===== src/rtl/rxdc_pkg.sv =====
package rxdc_pkg;
    localparam int SMP_W       = 16;
    localparam int ALPHA_SHIFT = 20;
    localparam int ACC_GUARD   = 2;
    localparam int NUM_RAILS   = 2;

    typedef logic signed [SMP_W-1:0] smp_t;

    localparam smp_t SMP_HI = {1'b0, {(SMP_W-1){1'b1}}};
    localparam smp_t SMP_LO = {1'b1, {(SMP_W-1){1'b0}}};

    typedef struct packed {
        smp_t i;
        smp_t q;
    } iq_t;

    typedef enum logic {
        MODE_MANUAL = 1'b0,
        MODE_AUTO   = 1'b1
    } mode_e;
endpackage


===== src/rtl/rxdc_ctrl.sv =====
module rxdc_ctrl
    import rxdc_pkg::*;
(
    input  logic  clk,
    input  logic  rst,
    input  logic  in_valid,
    input  logic  auto_en,
    output mode_e mode,
    output logic  acc_clr,
    output logic  valid_q
);
    mode_e mode_q;

    always_comb begin
        mode    = auto_en ? MODE_AUTO : MODE_MANUAL;
        acc_clr = (mode == MODE_AUTO) && (mode_q == MODE_MANUAL);
    end

    always_ff @(posedge clk) begin
        if (rst) begin
            mode_q  <= MODE_MANUAL;
            valid_q <= 1'b0;
        end else begin
            mode_q  <= mode;
            valid_q <= in_valid;
        end
    end
endmodule


===== src/rtl/rxdc_rail.sv =====
module rxdc_rail
    import rxdc_pkg::*;
#(
    parameter int SHIFT_BITS = ALPHA_SHIFT,
    parameter int GUARD_BITS = ACC_GUARD
) (
    input  logic  clk,
    input  logic  rst,
    input  logic  vld,
    input  mode_e mode,
    input  logic  acc_clr,
    input  smp_t  x,
    input  smp_t  corr,
    output smp_t  y
);
    localparam int ACC_W = SMP_W + SHIFT_BITS + GUARD_BITS;
    localparam int INT_W = ACC_W - SHIFT_BITS;
    localparam int EXT_W = INT_W + 1;

    typedef logic signed [ACC_W-1:0] acc_t;
    typedef logic signed [EXT_W-1:0] ext_t;

    localparam ext_t EXT_HI = EXT_W'(SMP_HI);
    localparam ext_t EXT_LO = EXT_W'(SMP_LO);

    acc_t                    acc_q;
    acc_t                    acc_eff;
    acc_t                    acc_nxt;
    logic signed [INT_W-1:0] acc_int;
    ext_t                    sum_man;
    ext_t                    sum_auto;
    ext_t                    pick;
    smp_t                    y_d;

    always_comb begin
        acc_eff  = acc_clr ? '0 : acc_q;
        acc_int  = acc_eff[ACC_W-1:SHIFT_BITS];
        sum_man  = EXT_W'(x) + EXT_W'(corr);
        sum_auto = EXT_W'(x) - EXT_W'(acc_int);
        pick     = (mode == MODE_AUTO) ? sum_auto : sum_man;
        if (pick > EXT_HI) begin
            y_d = SMP_HI;
        end else if (pick < EXT_LO) begin
            y_d = SMP_LO;
        end else begin
            y_d = pick[SMP_W-1:0];
        end
        acc_nxt = acc_eff + ACC_W'(y_d);
    end

    always_ff @(posedge clk) begin
        if (rst) begin
            acc_q <= '0;
            y     <= '0;
        end else begin
            if (vld) begin
                y <= y_d;
            end
            if (vld && (mode == MODE_AUTO)) begin
                acc_q <= acc_nxt;
            end else if (acc_clr) begin
                acc_q <= '0;
            end
        end
    end
endmodule


===== src/rtl/rxdc_comp.sv =====
module rxdc_comp
    import rxdc_pkg::*;
#(
    parameter int SHIFT_BITS = ALPHA_SHIFT,
    parameter int GUARD_BITS = ACC_GUARD
) (
    input  logic                    clk,
    input  logic                    rst,
    input  logic                    in_valid,
    input  logic signed [SMP_W-1:0] in_i,
    input  logic signed [SMP_W-1:0] in_q,
    input  logic                    auto_en,
    input  logic signed [SMP_W-1:0] corr_i,
    input  logic signed [SMP_W-1:0] corr_q,
    output logic                    out_valid,
    output logic signed [SMP_W-1:0] out_i,
    output logic signed [SMP_W-1:0] out_q
);
    mode_e mode;
    logic  acc_clr;
    iq_t   smp_in;
    iq_t   smp_corr;
    iq_t   smp_out;
    smp_t  rail_x    [NUM_RAILS];
    smp_t  rail_corr [NUM_RAILS];
    smp_t  rail_y    [NUM_RAILS];

    rxdc_ctrl u_ctrl (
        .clk      (clk),
        .rst      (rst),
        .in_valid (in_valid),
        .auto_en  (auto_en),
        .mode     (mode),
        .acc_clr  (acc_clr),
        .valid_q  (out_valid)
    );

    always_comb begin
        smp_in    = '{i: in_i, q: in_q};
        smp_corr  = '{i: corr_i, q: corr_q};
        rail_x[0]    = smp_in.i;
        rail_x[1]    = smp_in.q;
        rail_corr[0] = smp_corr.i;
        rail_corr[1] = smp_corr.q;
        smp_out   = '{i: rail_y[0], q: rail_y[1]};
        out_i     = smp_out.i;
        out_q     = smp_out.q;
    end

    for (genvar r = 0; r < NUM_RAILS; r++) begin : g_rail
        rxdc_rail #(
            .SHIFT_BITS (SHIFT_BITS),
            .GUARD_BITS (GUARD_BITS)
        ) u_rail (
            .clk     (clk),
            .rst     (rst),
            .vld     (in_valid),
            .mode    (mode),
            .acc_clr (acc_clr),
            .x       (rail_x[r]),
            .corr    (rail_corr[r]),
            .y       (rail_y[r])
        );
    end
endmodule


===== config.mk =====
export PLATFORM = sky130hd
export DESIGN_NAME = rxdc_comp
export DESIGN_NICKNAME = d
export VERILOG_FILES = /design/src/rtl/rxdc_pkg.sv /design/src/rtl/rxdc_ctrl.sv /design/src/rtl/rxdc_rail.sv /design/src/rtl/rxdc_comp.sv
export SDC_FILE = /design/constraint.sdc
export NUM_CORES = 1
export LEC_CHECK = 0
export BUFFER_PORTS_ARGS = -buffer_cell sky130_fd_sc_hd__buf_2
export CAP_MARGIN = 10
export CORE_MARGIN = 1
export CORE_UTILIZATION = 49
export DETAILED_ROUTE_END_ITERATION = 7
export MAX_ROUTING_LAYER = met4
export PLACE_DENSITY = 0.76
export SKIP_LAST_GASP = 1
export SYNTH_ARGS = -nofsm -noshare
export SYNTH_HDL_FRONTEND = slang
export SYNTH_SLANG_ARGS = --single-unit

===== constraint.sdc =====
create_clock -name clk -period 12 [get_ports clk]
set_input_delay 1.8 -clock clk [delete_from_list [all_inputs] [get_ports clk]]
set_output_delay 1.8 -clock clk [all_outputs]
set_load 0.02 [all_outputs]

==> summary.log <==
qor: logic_synthesis.synth_cell_types 89
qor: run.drv_cap 0
qor: critical_path.worst_setup_start_kind input port
qor: power_and_ir_drop.post-layout-total-power 1.42 mW
qor: clock_tree.worstSkewPairLatency 0.37 ns
qor: timing.max_freq 106 MHz
qor: timing.maxSlewViolCount 0
qor: clock_tree.post_cts_resized 0
qor: logic_synthesis.synth-main-ff-cell sky130_fd_sc_hd__dfxtp_1
qor: drt.drt-pass1-iter-count 7
qor: timing.report.final.hold_viol_count 0
qor: critical_path.r2r_end g_rail[0].u_rail.acc_q[36]
qor: critical_path.cp-end-kind register
qor: clock_tree.cts.root.buffer_cell sky130_fd_sc_hd__clkbuf_16
qor: logic_synthesis.synth_async_sr_flop_share 0%
qor: hold_path.hold_path_depth 2
qor: global_route.use_met2 47.0%
qor: power_and_ir_drop.leakage 5.30 nW
qor: logic_synthesis.synthesis.nets 1799
qor: placed_design.port_buffers 100
qor: critical_path.worst_path_max_delay_cell sky130_fd_sc_hd__nand2b_4
qor: critical_path.r2r-start u_ctrl.mode_q
qor: critical_path.worstSetupPathType input port to register
qor: floorplan.start_util 49.9%
qor: drt.ant_nets 0
qor: clock_tree.cts.sinks 110
qor: clock_tree.postCtsSetupBuffers 0
qor: critical_path.critical_path_peak_fanout 79
qor: clock_tree.clock_path_buffers 2
qor: global_route.grt_pass1_wl 54.2 mm
qor: drt.post_drt_via_cell_ratio 6.17
qor: timing.final.period_utilization 78.9%
qor: timing.postLayoutSetupSlackWorst 2.53 ns
qor: logic_synthesis.synth_top_area_cell sky130_fd_sc_hd__dfxtp_1
qor: hold_path.hp-class register to register
qor: floorplan.top_level_ports 101
qor: drt.wl_per_cell 17.0 um
qor: power_and_ir_drop.power-per-cell-area 112 nW/um^2
qor: finish.layout.cells.most_common_list sky130_fd_sc_hd__nand2_1 (185), sky130_fd_sc_hd__nor2_1 (183), sky130_fd_sc_hd__a21oi_1 (148), sky130_fd_sc_hd__dfxtp_1 (110), sky130_fd_sc_hd__ha_1 (104)
qor: clock_tree.tritoncts.num_buffers 9
qor: placed_design.globalplace.congestion 0.989
qor: finish.layout_commonest_cell sky130_fd_sc_hd__nand2_1
qor: logic_synthesis.synth_top_cell_area_share 18.8%
qor: logic_synthesis.synth_seq_area_share 18.8%
qor: global_route.grt_antenna_before_repair 0
qor: timing.slew_headroom 40.9%
qor: global_route.gr-usage-all-layers 28.2%
qor: global_route.grt_overflow_total 0
qor: power_and_ir_drop.peakVddDrop 0.0745 mV
qor: logic_synthesis.yosys_warnings 0
qor: critical_path.crit_top_cell sky130_fd_sc_hd__a21oi_1
qor: finish.insertedDiodeCount 0
qor: critical_path.worst_ep_required_time 12.26 ns
qor: floorplan.fp-row-count 56
qor: clock_tree.cts_tree built
qor: timing.skew 0.0116 ns
qor: global_route.grt_busiest_layer met2
qor: logic_synthesis.flip_flop_and_latch_count_after_synthesis 110
qor: critical_path.r2r.worst_path.cells 27
qor: clock_tree.htree_num_levels 3
qor: timing.unrepaired_setup_endpoints_after_global_routing no
qor: critical_path.critPathMaxStageDelay 0.62 ns
qor: logic_synthesis.synth-edff-count 0
qor: clock_tree.clk_pin_slew_worst_paths 0.08 ns
qor: logic_synthesis.synthesis.area 11700 sq um
qor: timing.hold_ws 0.485 ns
qor: placed_design.place.detailed.hpwl 25.2 mm
qor: finish.num-fill-cells 2349
qor: timing.final_number_of_setup_violating_endpoints 0
qor: finish.finalNetCount 1837
qor: logic_synthesis.avgSynthCellArea 7.21 sq um
qor: floorplan.coreArea 23400 sq um
qor: timing.worst-slew-pin-transition 0.874 ns
qor: drt.via_count 12200
qor: floorplan.die_area 24500 sq um
qor: finish.area_delta_synth_final 8.09%
qor: global_route.grt_pass1_vias 11200
qor: logic_synthesis.ys_top_cells_by_area sky130_fd_sc_hd__dfxtp_1 (19%), sky130_fd_sc_hd__ha_1 (11%), sky130_fd_sc_hd__a21oi_1 (6.3%)
qor: global_route.met3_usage 3.41%
qor: global_route.globalRouteMet1Util 33.9%
qor: finish.drive_gt1_share 9.86%
qor: timing.min_period 9.47 ns
qor: floorplan.die_w 156 um
qor: critical_path.critical-path-top-delay-family compound AO/OA/AOI/OAI gates
qor: placed_design.dpl_worst_slack 2.31 ns
qor: global_route.grt_max_degree 80
qor: critical_path.cp_arrival 9.74 ns
qor: clock_tree.number_of_hold_repair_buffers_added_at_the_cts_stage 0
qor: timing.setup_tns 0 ns
qor: drt.detail_route.wirelength 33.8 mm
qor: critical_path.reg2reg_slack 3.66 ns
qor: logic_synthesis.synthesis.instances 1621
qor: critical_path.critical_path.n_buffers_inverters 4
qor: hold_path.hold_path_end g_rail[1].u_rail.y[13]
qor: drt.initialDrtViolationCount 1093
qor: status.run_status completed
qor: hold_path.holdCritStartpoint g_rail[1].u_rail.y[13]
qor: floorplan.die_height 156 um
qor: drt.detailed_route_drc_error_count 0
worst max path at each step:
stage | from | endpoint | slack (ns) | depth (start not counted)
floorplan | auto_en | g_rail[0].u_rail.acc_q[36] | 3.57 | 32
global placement | auto_en | g_rail[0].u_rail.acc_q[36] | 2.33 | 28
detailed placement | auto_en | g_rail[0].u_rail.acc_q[36] | 2.31 | 28
CTS | auto_en | g_rail[0].u_rail.acc_q[36] | 2.69 | 28
global route | auto_en | g_rail[0].u_rail.acc_q[36] | 2.06 | 28
finish | auto_en | g_rail[0].u_rail.acc_q[36] | 2.53 | 28
worst register-to-register path, stage by stage, from the launching register on:
cell                        delay, ns
sky130_fd_sc_hd__dfxtp_1         0.43
sky130_fd_sc_hd__nand2b_4        0.69
sky130_fd_sc_hd__buf_4           0.50
sky130_fd_sc_hd__nand2_1         0.24
sky130_fd_sc_hd__fa_1            0.48
sky130_fd_sc_hd__a21o_1          0.19
sky130_fd_sc_hd__a221o_1         0.31
sky130_fd_sc_hd__nand3_1         0.15
sky130_fd_sc_hd__a21boi_1        0.12
sky130_fd_sc_hd__o211ai_1        0.59
sky130_fd_sc_hd__nand2_2         0.45
sky130_fd_sc_hd__inv_1           0.34
sky130_fd_sc_hd__a21oi_1         0.06
sky130_fd_sc_hd__o21ai_1         0.09
sky130_fd_sc_hd__buf_4           0.25
sky130_fd_sc_hd__nand2_1         0.15
sky130_fd_sc_hd__ha_1            0.26
sky130_fd_sc_hd__fa_1            0.41
sky130_fd_sc_hd__a21oi_1         0.21
sky130_fd_sc_hd__nor2_1          0.10
sky130_fd_sc_hd__o31a_1          0.35
sky130_fd_sc_hd__o311ai_1        0.29
sky130_fd_sc_hd__and2_1          0.32
sky130_fd_sc_hd__o21a_1          0.41
sky130_fd_sc_hd__or4_1           0.21
sky130_fd_sc_hd__a2bb2oi_1       0.25
sky130_fd_sc_hd__a21oi_1         0.06
sky130_fd_sc_hd__a311o_1         0.32
flip-flops by register name, indices dropped and copies added (netlist names):
signal / cells
u_ctrl.valid_q: 1
g_rail.u_rail.y: 32
g_rail.u_rail.acc_q: 76
u_ctrl.mode_q: 1
kinds of logic (layout without fill, tap and decap cells):
group	after synthesis	count (layout)	share of synthesized area, %
adder cells (fa/ha/maj)	110	110	12.2
flip-flops	110	110	18.8
AO/OA/AOI/OAI	496	496	28.1
AND/OR/NAND/NOR	645	645	26.6
XOR/XNOR	98	98	7.34
multiplexers	28	28	2.54
buffers and inverters	134	177	4.50
report_power, final:
| group | switching, mW | leakage [nW] | total [mW] | internal, mW |
|---|---|---|---|---|
| Sequential | 0.0178 | 0.902 | 0.416 | 0.398 |
| Combinational | 0.428 | 4.26 | 0.696 | 0.268 |
| Clock | 0.158 | 0.143 | 0.305 | 0.147 |
stage by stage:
stage	instances	utilization, %	instance area [sq um]
final	1983	54.0	12600
after global routing	1983	54.0	12600
after CTS	1983	54.0	12600
after detailed placement	1967	52.7	12300
after global placement	1967	52.7	12300
after floorplan	1621	-	11700
cells in the mapped netlist (8+ instances only):
master	number
sky130_fd_sc_hd__nand2_1	186
sky130_fd_sc_hd__nor2_1	184
sky130_fd_sc_hd__a21oi_1	148
sky130_fd_sc_hd__dfxtp_1	110
sky130_fd_sc_hd__ha_1	104
sky130_fd_sc_hd__o21ai_0	81
sky130_fd_sc_hd__clkbuf_1	62
sky130_fd_sc_hd__xnor2_1	61
sky130_fd_sc_hd__nand3_1	56
sky130_fd_sc_hd__inv_1	50
sky130_fd_sc_hd__and2_1	48
sky130_fd_sc_hd__a21o_1	39
sky130_fd_sc_hd__nand4_1	37
sky130_fd_sc_hd__xor2_1	37
sky130_fd_sc_hd__a211oi_1	33
sky130_fd_sc_hd__o21a_1	27
sky130_fd_sc_hd__nor3_1	26
sky130_fd_sc_hd__o211ai_1	22
sky130_fd_sc_hd__mux2i_1	15
sky130_fd_sc_hd__nand2b_1	15
sky130_fd_sc_hd__a31oi_1	14
sky130_fd_sc_hd__or3_1	13
sky130_fd_sc_hd__mux2_2	12
sky130_fd_sc_hd__nor4_1	12
sky130_fd_sc_hd__a211o_1	11
sky130_fd_sc_hd__and3_1	10
sky130_fd_sc_hd__o211a_1	10
sky130_fd_sc_hd__o21ai_1	10
sky130_fd_sc_hd__o31ai_1	10
sky130_fd_sc_hd__o32ai_1	10
sky130_fd_sc_hd__buf_1	9
sky130_fd_sc_hd__nor2b_1	9
sky130_fd_sc_hd__o21bai_1	9
sky130_fd_sc_hd__a311oi_1	8
sky130_fd_sc_hd__buf_2	8
sky130_fd_sc_hd__or4_1	8
area by class of cell:
class / instances / area, sq um / share of cell area [%]
clock buffers: 10 / 229 / 1.81
clock inverters: 6 / 60.1 / 0.475
inverters: 52 / 195 / 1.55
multi-input cells: 1377 / 8980 / 71.1
flip-flops and latches: 110 / 2200 / 17.4
well taps: 319 / 399 / 3.16
repair buffers: 109 / 571 / 4.52
metal layers:
layer	wire length, um	vias to the layer above	share of wire (%)
met1	14600	5585	43
met4	1450	0	4.3
li1	-	6018	-
met3	2100	113	6.2
met5	0	-	0
met2	15700	510	46
Power figures use the tool's default switching activity.
